$ cat src/rtl/mul_seq_pkg.sv
package mul_seq_pkg;
    typedef enum logic {
        ST_IDLE = 1'b0,
        ST_RUN  = 1'b1
    } mul_state_e;
endpackage

$ cat src/rtl/mul_mag_unit.sv
// Turns an operand into its unsigned magnitude when signed handling is on.
module mul_mag_unit #(
    parameter int W = 32
) (
    input  logic [W-1:0] val_in,
    input  logic         sgn_en,
    output logic [W-1:0] mag_out,
    output logic         is_neg
);
    always_comb begin
        is_neg  = sgn_en & val_in[W-1];
        // The most negative value maps onto itself, which is its correct unsigned magnitude
        mag_out = is_neg ? (~val_in + W'(1)) : val_in;
    end
endmodule

$ cat src/rtl/mul_step_add.sv
// The single W-bit adder with its carry out kept as an extra bit.
module mul_step_add #(
    parameter int W = 32
) (
    input  logic [W-1:0] upper_in,
    input  logic [W-1:0] mcand_in,
    input  logic         add_en,
    output logic [W:0]   sum_out
);
    always_comb begin
        sum_out = {1'b0, upper_in} + {1'b0, (add_en ? mcand_in : '0)};
    end
endmodule

$ cat src/rtl/mul_sign_fix.sv
// Applies the final sign to the 2W-bit magnitude product.
module mul_sign_fix #(
    parameter int W = 32
) (
    input  logic [2*W-1:0] raw_in,
    input  logic           neg_in,
    output logic [2*W-1:0] res_out
);
    localparam int PW = 2 * W;

    always_comb begin
        res_out = neg_in ? (~raw_in + PW'(1)) : raw_in;
    end
endmodule

$ cat src/rtl/mul_core.sv
// Step engine: stationary multiplicand, shared product/multiplier register.
module mul_core
    import mul_seq_pkg::*;
#(
    parameter int W = 32
) (
    input  logic           clk,
    input  logic           rst_n,
    input  logic           start,
    input  logic [W-1:0]   mcand_in,
    input  logic [W-1:0]   mplier_in,
    input  logic           neg_in,
    output logic [2*W-1:0] acc_out,
    output logic           neg_out,
    output logic           done
);
    localparam int PW = 2 * W;
    localparam int CW = (W > 2) ? $clog2(W) : 1;
    localparam logic [CW-1:0] LAST_STEP = CW'(W - 1);

    typedef struct packed {
        mul_state_e     state;
        logic [W-1:0]   mcand;
        logic [PW-1:0]  acc;
        logic [CW-1:0]  step;
        logic           neg;
        logic           done;
    } core_st_t;

    core_st_t st_d, st_q;
    logic [W:0] sum_w;

    mul_step_add #(.W(W)) u_add (
        .upper_in (st_q.acc[PW-1:W]),
        .mcand_in (st_q.mcand),
        .add_en   (st_q.acc[0]),
        .sum_out  (sum_w)
    );

    always_comb begin
        st_d      = st_q;
        st_d.done = 1'b0;
        case (st_q.state)
            ST_IDLE: begin
                if (start) begin
                    st_d.state = ST_RUN;
                    st_d.mcand = mcand_in;
                    st_d.acc   = {{W{1'b0}}, mplier_in};
                    st_d.neg   = neg_in;
                    st_d.step  = '0;
                end
            end
            default: begin
                // Carry enters the top bit; the used multiplier bit falls off the bottom
                st_d.acc = {sum_w, st_q.acc[W-1:1]};
                if (st_q.step == LAST_STEP) begin
                    st_d.state = ST_IDLE;
                    st_d.done  = 1'b1;
                end else begin
                    st_d.step = st_q.step + CW'(1);
                end
            end
        endcase
    end

    always_ff @(posedge clk or negedge rst_n) begin
        if (!rst_n) begin
            st_q <= '{state: ST_IDLE, mcand: '0, acc: '0, step: '0, neg: 1'b0, done: 1'b0};
        end else begin
            st_q <= st_d;
        end
    end

    assign acc_out = st_q.acc;
    assign neg_out = st_q.neg;
    assign done    = st_q.done;
endmodule

$ cat src/rtl/mul_seq_top.sv
module mul_seq_top #(
    parameter int W = 32
) (
    input  logic         clk,
    input  logic         rst_n,
    input  logic         start,
    input  logic [W-1:0] op_a,
    input  logic [W-1:0] op_b,
    input  logic         signed_mode,
    output logic [W-1:0] prod_hi,
    output logic [W-1:0] prod_lo,
    output logic         done
);
    localparam int PW = 2 * W;
    localparam int NOPS = 2;

    logic [W-1:0]  ops_w  [NOPS];
    logic [W-1:0]  mags_w [NOPS];
    logic [NOPS-1:0] negs_w;
    logic [PW-1:0] acc_w;
    logic [PW-1:0] res_w;
    logic          neg_w;

    assign ops_w[0] = op_a;
    assign ops_w[1] = op_b;

    for (genvar g = 0; g < NOPS; g++) begin : g_mag
        mul_mag_unit #(.W(W)) u_mag (
            .val_in  (ops_w[g]),
            .sgn_en  (signed_mode),
            .mag_out (mags_w[g]),
            .is_neg  (negs_w[g])
        );
    end

    mul_core #(.W(W)) u_core (
        .clk       (clk),
        .rst_n     (rst_n),
        .start     (start),
        .mcand_in  (mags_w[0]),
        .mplier_in (mags_w[1]),
        .neg_in    (^negs_w),
        .acc_out   (acc_w),
        .neg_out   (neg_w),
        .done      (done)
    );

    mul_sign_fix #(.W(W)) u_fix (
        .raw_in  (acc_w),
        .neg_in  (neg_w),
        .res_out (res_w)
    );

    assign prod_hi = res_w[PW-1:W];
    assign prod_lo = res_w[W-1:0];
endmodule

$ cat config.mk
export PLATFORM = sky130hd
export DESIGN_NAME = mul_seq_top
export DESIGN_NICKNAME = d
export VERILOG_FILES = /design/src/rtl/mul_seq_pkg.sv /design/src/rtl/mul_mag_unit.sv /design/src/rtl/mul_step_add.sv /design/src/rtl/mul_sign_fix.sv /design/src/rtl/mul_core.sv /design/src/rtl/mul_seq_top.sv
export SDC_FILE = /design/constraint.sdc
export NUM_CORES = 1
export LEC_CHECK = 0
export BUFFER_PORTS_ARGS = -buffer_cell sky130_fd_sc_hd__buf_2
export CORE_MARGIN = 3
export CORE_UTILIZATION = 40
export DETAILED_ROUTE_END_ITERATION = 8
export PLACE_DENSITY = 0.56
export SYNTH_ARGS = -nofsm -noshare
export SYNTH_HDL_FRONTEND = slang
export SYNTH_HIERARCHICAL = 1
export SYNTH_SLANG_ARGS = --single-unit
$ cat constraint.sdc
create_clock -name clk -period 4.99 [get_ports clk]
set_clock_uncertainty 0.1 [all_clocks]
set_input_delay 0.7485 -clock clk [delete_from_list [all_inputs] [get_ports clk]]
set_output_delay 0.7485 -clock clk [all_outputs]
set_load 0.03 [all_outputs]
==> run_results.csv, run 1 <==
group,metric,value,unit
cells_and_area,fin_area,10600,µm²
clocking,cts_hold_buffers,0,
synthesis,synth_flop_cell,"dfrtp_1",
grt,grt_max_degree,66,
worst_setup_path,required,4.14,ns
min_path,hp-class,"input port to async pin",
worst_setup_path,crit_buf_inv,3,
synthesis,yosys_warnings,6,
placement,postPlaceCellArea,10300,µm²
worst_setup_path,cp_common_cell,"inv_1",
cells_and_area,drive_gt1_frac,0.194,
synthesis,synth_xor_area_frac,0.129,
synthesis,synthCells,1113,
synthesis,async_reset_ff_frac,1.00,
clocking,h-tree-depth,3,
grt,overflow,0,
worst_setup_path,crit_arrival,3.08,ns
routing,totalWireLength,25800,µm
cells_and_area,layout.cells.non_filler,1469,
placement,gp_congestion,0.903,
clocking,clk_latency,0.36,ns
floorplan,initial_core_util,0.413,
timing,rsz0062_at_grt,"false",
synthesis,synthAdderAreaFrac,0.0489,
timing,report.final.slew_viol_count,0,
timing,max_slew.worst_pin.slew,1.15,ns
grt,track_usage,0.194,
grt,first_global_vias,7672,
flow_run,cap_violations,0,
routing,drt_iter0_drc,488,
clocking,path_clk_slew,0.08,ns
routing,vias_per_cell,5.55,
clocking,postCtsSetupBuffers,0,
routing,post-route-drc-count,0,
floorplan,die_area,26600,µm²
worst_setup_path,endpoint_kind,"primary output",
clocking,numClockSinks,104,
grt,grt_pass1_wl,42000,µm
synthesis,synth-simple-area-share,0.194,
routing,firstDrtPassIters,5,
timing,fin_setup_tns,0,ns
outcome,status,"complete, no violations",
timing,min_period,3.93,ns
grt,antenna_found_initial,0,
timing,relSlewSlack,0.232,
timing,setup_ws,1.06,ns
clocking,clockBufferDepth,2,
synthesis,synth_nets,1219,
worst_setup_path,worstPathCellList,"inv_1 > ha_1 > inv_1 > nor4_2 > nand4_2 > o41ai_1 > xnor2_1 > buf_2",
placement,io_buffer_count,132,
floorplan,die_w,163,µm
clocking,root_buffer,"clkbuf_16",
power_and_ir_drop,irDropWorstVdd,389,µV
clocking,cts_resized,0,
floorplan,rows,56,
timing,hold_violations,0,
cells_and_area,nets,1251,
timing,hold_ws,0.360,ns
timing,fmax,255,MHz
floorplan,ios,133,
floorplan,core_area,23900,µm²
synthesis,ys_ff_latch,104,
power_and_ir_drop,p_leak,4.58,nW
worst_setup_path,cp_slowest_stage_delay,0.74,ns
synthesis,postSynthAreaPerCell,8.88,µm²
synthesis,muxShareOfSynthArea,0.0745,
worst_setup_path,critPathSlowestCell,"dfrtp_1",
synthesis,synth_compound_area_frac,0.205,
floorplan,die_height,163,µm
routing,post_drt_wl_per_cell,17.6,µm
routing,vias,8157,
cells_and_area,fillCellCount,2394,
placement,dpl.hpwl,19800,µm
worst_setup_path,startpoint_type,"register",
synthesis,synth_cell_types,85,
power_and_ir_drop,p_per_area,752,nW/µm²
timing,setup_viol,0,
worst_setup_path,critPathMaxFanout,38,
synthesis,synth-edff-count,0,
clocking,cts_tree,"built",
placement,dp_cells,1453,
cells_and_area,area_growth,6.91,%
synthesis,seq_area_frac_synth,0.263,
worst_setup_path,cp_top_family,"simple AND/OR/NAND/NOR gates",
clocking,cts_buffers,9,
timing,period_share,0.787,
worst_setup_path,path_class,"register to primary output",
synthesis,synth_area,9880,µm²
routing,postRouteAntennaNets,0,
cells_and_area,n_antenna_cell,0,
synthesis,synth_top_family_by_area,"compound AO/OA/AOI/OAI gates",
placement,dp_slack,1.10,ns
Yosys cell counts, types with 4 or more instances:
cell / number / area share
a31oi_1: 18 / 0.011
or4_1: 22 / 0.017
nor4_1: 8 / 0.0051
nor2_1: 59 / 0.022
or2_2: 12 / 0.0076
and3_1: 4 / 0.0025
o41ai_1: 10 / 0.0089
o41ai_2: 4 / 0.0066
nand4_1: 7 / 0.0044
nand3_1: 14 / 0.0071
ha_1: 37 / 0.047
and2_1: 35 / 0.022
o21ai_0: 39 / 0.020
mux2i_1: 33 / 0.033
o311a_1: 4 / 0.0041
a22o_1: 36 / 0.032
or4_4: 8 / 0.0091
nor3_1: 22 / 0.011
o211ai_1: 5 / 0.0038
nand2b_1: 4 / 0.0025
buf_2: 14 / 0.0071
nor3b_1: 4 / 0.0030
mux2_1: 33 / 0.038
xor2_1: 44 / 0.039
clkbuf_1: 30 / 0.011
or3_1: 12 / 0.0076
xnor2_1: 101 / 0.090
inv_1: 28 / 0.011
nand2_1: 74 / 0.028
a21oi_1: 60 / 0.030
dfrtp_1: 104 / 0.26
o31ai_1: 28 / 0.021
o21ai_1: 33 / 0.017
o31ai_2: 6 / 0.0076
a21o_1: 14 / 0.011
buf_4: 70 / 0.053
nor4_4: 5 / 0.011
area by class of cell:
| class | instances | area [µm²] | share of cell area |
|---|---|---|---|
| inverter | 30 | 113 | 0.0107 |
| sequential | 104 | 2610 | 0.247 |
| clock buffer | 9 | 225 | 0.0213 |
| clock inverter | 7 | 80.1 | 0.00758 |
| multi-input combinational | 862 | 6430 | 0.609 |
| timing repair buffer | 138 | 708 | 0.0670 |
| tap | 319 | 399 | 0.0378 |
report_power, final:
part	internal, mW	leakage [nW]	switching, mW
logic	2.11	3.17	3.09
registers	1.27	1.26	0.727
clock network	0.396	0.148	0.359
worst reg2reg max path: stages (launching register included):
cell       delay (ns)
dfrtp_1          0.74
and2_1           0.36
ha_1             0.22
fa_1             0.43
a211oi_2         0.29
o211ai_2         0.15
a2111oi_4        0.53
nor3b_2          0.16
or4_1            0.41
o311a_1          0.14
a22o_1           0.22
cells by family (layout without fill, tap and decap cells):
family	count (synthesis)	count (layout)
mux	69	69
fa+ha+maj	38	38
compound gates	289	289
buf+inv	147	184
flops	104	104
simple gates	321	321
xor+xnor	145	145
placed cells by master (no fill, tap or decap), types with 36 or more instances in the layout:
master	n
buf_2	131
xor2_1	44
dfrtp_1	102
nor2_1	58
ha_1	37
o21ai_0	39
xnor2_1	101
a21oi_1	60
nand2_1	74
a22o_1	36
sequential cells by signal (all words and copies together), names as in the netlist:
name            flops
u_core/st_q        38
u_core/neg_out      1
u_core/done         1
u_core/acc_out     64
per-stage QoR:
| stage | power, mW | util |
|---|---|---|
| final | 7.95 | 0.442 |
| after global routing | 8.54 | 0.442 |
| after CTS | 7.96 | 0.442 |
| after detailed placement | 7.18 | 0.429 |
| after global placement | 7.14 | 0.429 |
| after floorplan | 6.13 | - |
layer usage:
metal / GRT usage / wire length, µm
met1: 0.300 / 13200
met4: 0.0388 / 208
met3: 0.0266 / 1580
met2: 0.288 / 10800
met5: 0 / 0
path summary, 6_finish.rpt:
path	start	end	slack, ns	cells past startpoint
max	u_core/acc_out[0]$_DFFE_PN0P_	prod_hi[22]	1.06	8
min	rst_n	u_core/acc_out[8]$_DFFE_PN0P_	0.36	1
max reg2reg	u_core/acc_out[0]$_DFFE_PN0P_	u_core/acc_out[55]$_DFFE_PN0P_	1.12	10
min reg2reg	u_core/st_q[79]$_DFFE_PN0P_	u_core/st_q[79]$_DFFE_PN0P_	0.38	1
max in group asynchronous	rst_n	u_core/st_q[95]$_DFFE_PN0P_	3.33	2
min in group clk	u_core/st_q[79]$_DFFE_PN0P_	u_core/st_q[79]$_DFFE_PN0P_	0.38	1
Power figures use the tool's default switching activity.
==> inputs of run 2 (changes only) <==
--- a/config.mk
+++ b/config.mk
@@ -5,11 +5,12 @@
 export SDC_FILE = /design/constraint.sdc
 export NUM_CORES = 1
 export LEC_CHECK = 0
+export ABC_AREA = 1
 export BUFFER_PORTS_ARGS = -buffer_cell sky130_fd_sc_hd__buf_2
 export CORE_MARGIN = 3
 export CORE_UTILIZATION = 40
 export DETAILED_ROUTE_END_ITERATION = 8
-export PLACE_DENSITY = 0.56
+export PLACE_DENSITY = 0.55
 export SYNTH_ARGS = -nofsm -noshare
 export SYNTH_HDL_FRONTEND = slang
 export SYNTH_HIERARCHICAL = 1
==> constraint.sdc (replaced) <==
create_clock -name clk -period 3.68 [get_ports clk]
set_clock_uncertainty 0.1 [all_clocks]
set_input_delay 0.552 -clock clk [delete_from_list [all_inputs] [get_ports clk]]
set_output_delay 0.552 -clock clk [all_outputs]
set_load 0.03 [all_outputs]
==> run_results.csv, run 2 <==
group,metric,value,unit
timing,fin_setup_tns,0,ns
clocking,h-tree-depth,3,
clocking,clockBufferDepth,2,
floorplan,initial_core_util,0.410,
floorplan,die_area,31800,µm²
cells_and_area,drive_gt1_frac,0.125,
routing,totalWireLength,36700,µm
routing,postRouteAntennaNets,0,
floorplan,core_area,28900,µm²
outcome,status,"complete, no violations",
worst_setup_path,critPathSlowestCell,"dfrtp_1",
timing,fmax,339,MHz
synthesis,synth-edff-count,0,
worst_setup_path,startpoint_type,"register",
worst_setup_path,cp_slowest_stage_delay,0.41,ns
timing,setup_viol,0,
clocking,postCtsSetupBuffers,0,
routing,vias_per_cell,4.91,
timing,report.final.slew_viol_count,0,
worst_setup_path,rrSetupSlack,1.00,ns
synthesis,synthCells,1989,
synthesis,postSynthAreaPerCell,5.96,µm²
cells_and_area,n_antenna_cell,0,
worst_setup_path,path_class,"register to primary output",
synthesis,ys_ff_latch,104,
timing,max_slew.worst_pin.slew,0.769,ns
clocking,cts_buffers,9,
routing,post_drt_wl_per_cell,15.1,µm
worst_setup_path,crit_arrival,2.29,ns
clocking,clk_latency,0.36,ns
placement,gp_congestion,0.923,
power_and_ir_drop,irDropWorstVdd,552,µV
worst_setup_path,cp_common_cell,"nand2_1",
clocking,path_clk_slew,0.08,ns
cells_and_area,nets,2138,
synthesis,synth_flop_cell,"dfrtp_1",
synthesis,synth_top_cell_area_share,0.249,
synthesis,yosysMostFrequentCell,"nand2_1",
cells_and_area,most-common-layout-cells,"787 x nand2_1, 274 x inv_1, 233 x nor2_1",
routing,firstDrtPassIters,6,
grt,grt_max_degree,45,
clocking,numClockSinks,104,
worst_setup_path,endpoint_kind,"primary output",
placement,postPlaceCellArea,12300,µm²
synthesis,async_reset_ff_frac,1.00,
floorplan,die_w,178,µm
synthesis,synth_area_leaders,"nand2_1 25%, dfrtp_1 22%, inv_1 8.7%",
timing,relSlewSlack,0.487,
synthesis,synth_cell_types,40,
floorplan,ios,133,
grt,first_global_vias,10700,
worst_setup_path,worstPathCellList,"inv_1 > ha_1 > nand3_4 > nor2_1 > nand2_1 > o21ai_4 > nand2_1 > xor2_1 > buf_2",
power_and_ir_drop,p_leak,7.15,nW
synthesis,yosysTopAreaCell,"nand2_1",
synthesis,synth_commonest_cells,"787 x nand2_1, 274 x inv_1, 233 x nor2_1, 104 x dfrtp_1, 103 x nand3_1",
synthesis,seq_area_frac_synth,0.219,
cells_and_area,largest_reg_flops,64,
floorplan,die_height,178,µm
worst_setup_path,required,3.03,ns
grt,antenna_found_initial,0,
cells_and_area,area_growth,6.44,%
cells_and_area,utilization,0.436,
placement,io_buffer_count,132,
floorplan,rows,62,
routing,drt_iter0_drc,862,
timing,rsz0062_at_grt,"false",
grt,overflow,0,
worst_setup_path,reg2reg_depth,16,
clocking,cts_tree,"built",
timing,min_period,2.95,ns
clocking,cts_hold_buffers,0,
worst_setup_path,critPathMaxFanout,9,
flow_run,cap_violations,0,
routing,post-route-drc-count,0,
cells_and_area,fin_area,12600,µm²
min_path,hp-class,"input port to async pin",
cells_and_area,layout_commonest_cell,"nand2_1",
timing,hold_violations,0,
grt,grt_pass1_wl,57600,µm
power_and_ir_drop,p_per_area,872,nW/µm²
synthesis,yosys_warnings,6,
synthesis,synth_area,11900,µm²
grt,track_usage,0.230,
routing,vias,11900,
clocking,cts_resized,0,
timing,period_share,0.800,
clocking,root_buffer,"clkbuf_16",
placement,dpl.hpwl,30700,µm
synthesis,synth_nets,2095,
==> run 2: cell families (layout without fill, tap and decap cells) <==
group	after synthesis	in the layout	share of synthesized area
xor gates and xnor gates	76	76	0.0568
and+or+nand+nor	1233	1233	0.441
AOI/OAI and AO/OA	147	147	0.0898
DFF	104	104	0.219
adders and majority gates	38	38	0.0407
buffers and inverters	391	439	0.153
==> run 2: metrics by stage <==
stage	hold slack (ns)	total power, mW	std cells	setup WS, ns
floorplan	0.156	8.33	1989	1.07
global placement	0.364	9.99	2405	1.06
detailed placement	0.367	10.0	2405	1.01
CTS	0.0761	11.0	2421	0.684
global route	0.116	11.9	2421	0.563
finish	0.0658	11.0	2421	0.734
==> run 2: layout make-up <==
| class | instances | area (µm²) |
|---|---|---|
| clock inverters | 7 | 68.8 |
| repair buffers | 139 | 728 |
| flip-flops and latches | 104 | 2600 |
| clock buffers | 9 | 225 |
| multi-input cells | 1494 | 7450 |
| fillers | 3202 | 16300 |
| well taps | 384 | 480 |
| inverters | 284 | 1070 |
==> run 2: layer usage <==
metal | part of all wire | GRT usage
met5 | 0 | 0
met4 | 0.016 | 0.0529
met3 | 0.055 | 0.0215
met2 | 0.42 | 0.343
met1 | 0.51 | 0.357
==> run 2: worst max-delay path, delay by kind of cell, from the launching register on <==
kind | cells | cell delay, ns
AOI/OAI and AO/OA | 1 | 0.32
xor gates and xnor gates | 1 | 0.14
adders and majority gates | 1 | 0.23
buffers and inverters | 2 | 0.32
DFF | 1 | 0.41
and+or+nand+nor | 4 | 0.52
==> run 2: final timing paths <==
path / end / start
max in group asynchronous: u_core/acc_out[9]$_DFFE_PN0P_ / rst_n
worst min register to register: u_core/st_q[89]$_DFFE_PN0P_ / u_core/st_q[89]$_DFFE_PN0P_
worst max register to register: u_core/acc_out[59]$_DFFE_PN0P_ / u_core/acc_out[0]$_DFFE_PN0P_
min in group clk: u_core/st_q[71]$_DFFE_PN0P_ / op_a[0]
worst max-delay path: prod_hi[14] / u_core/acc_out[0]$_DFFE_PN0P_
worst min-delay path: u_core/acc_out[54]$_DFFE_PN0P_ / rst_n
==> run 2: power breakdown <==
part	switching (mW)	internal [mW]	total (mW)
Clock	0.482	0.481	0.963
Sequential	0.842	1.69	2.53
Combinational	5.10	2.41	7.51
Total	6.42	4.59	11.0
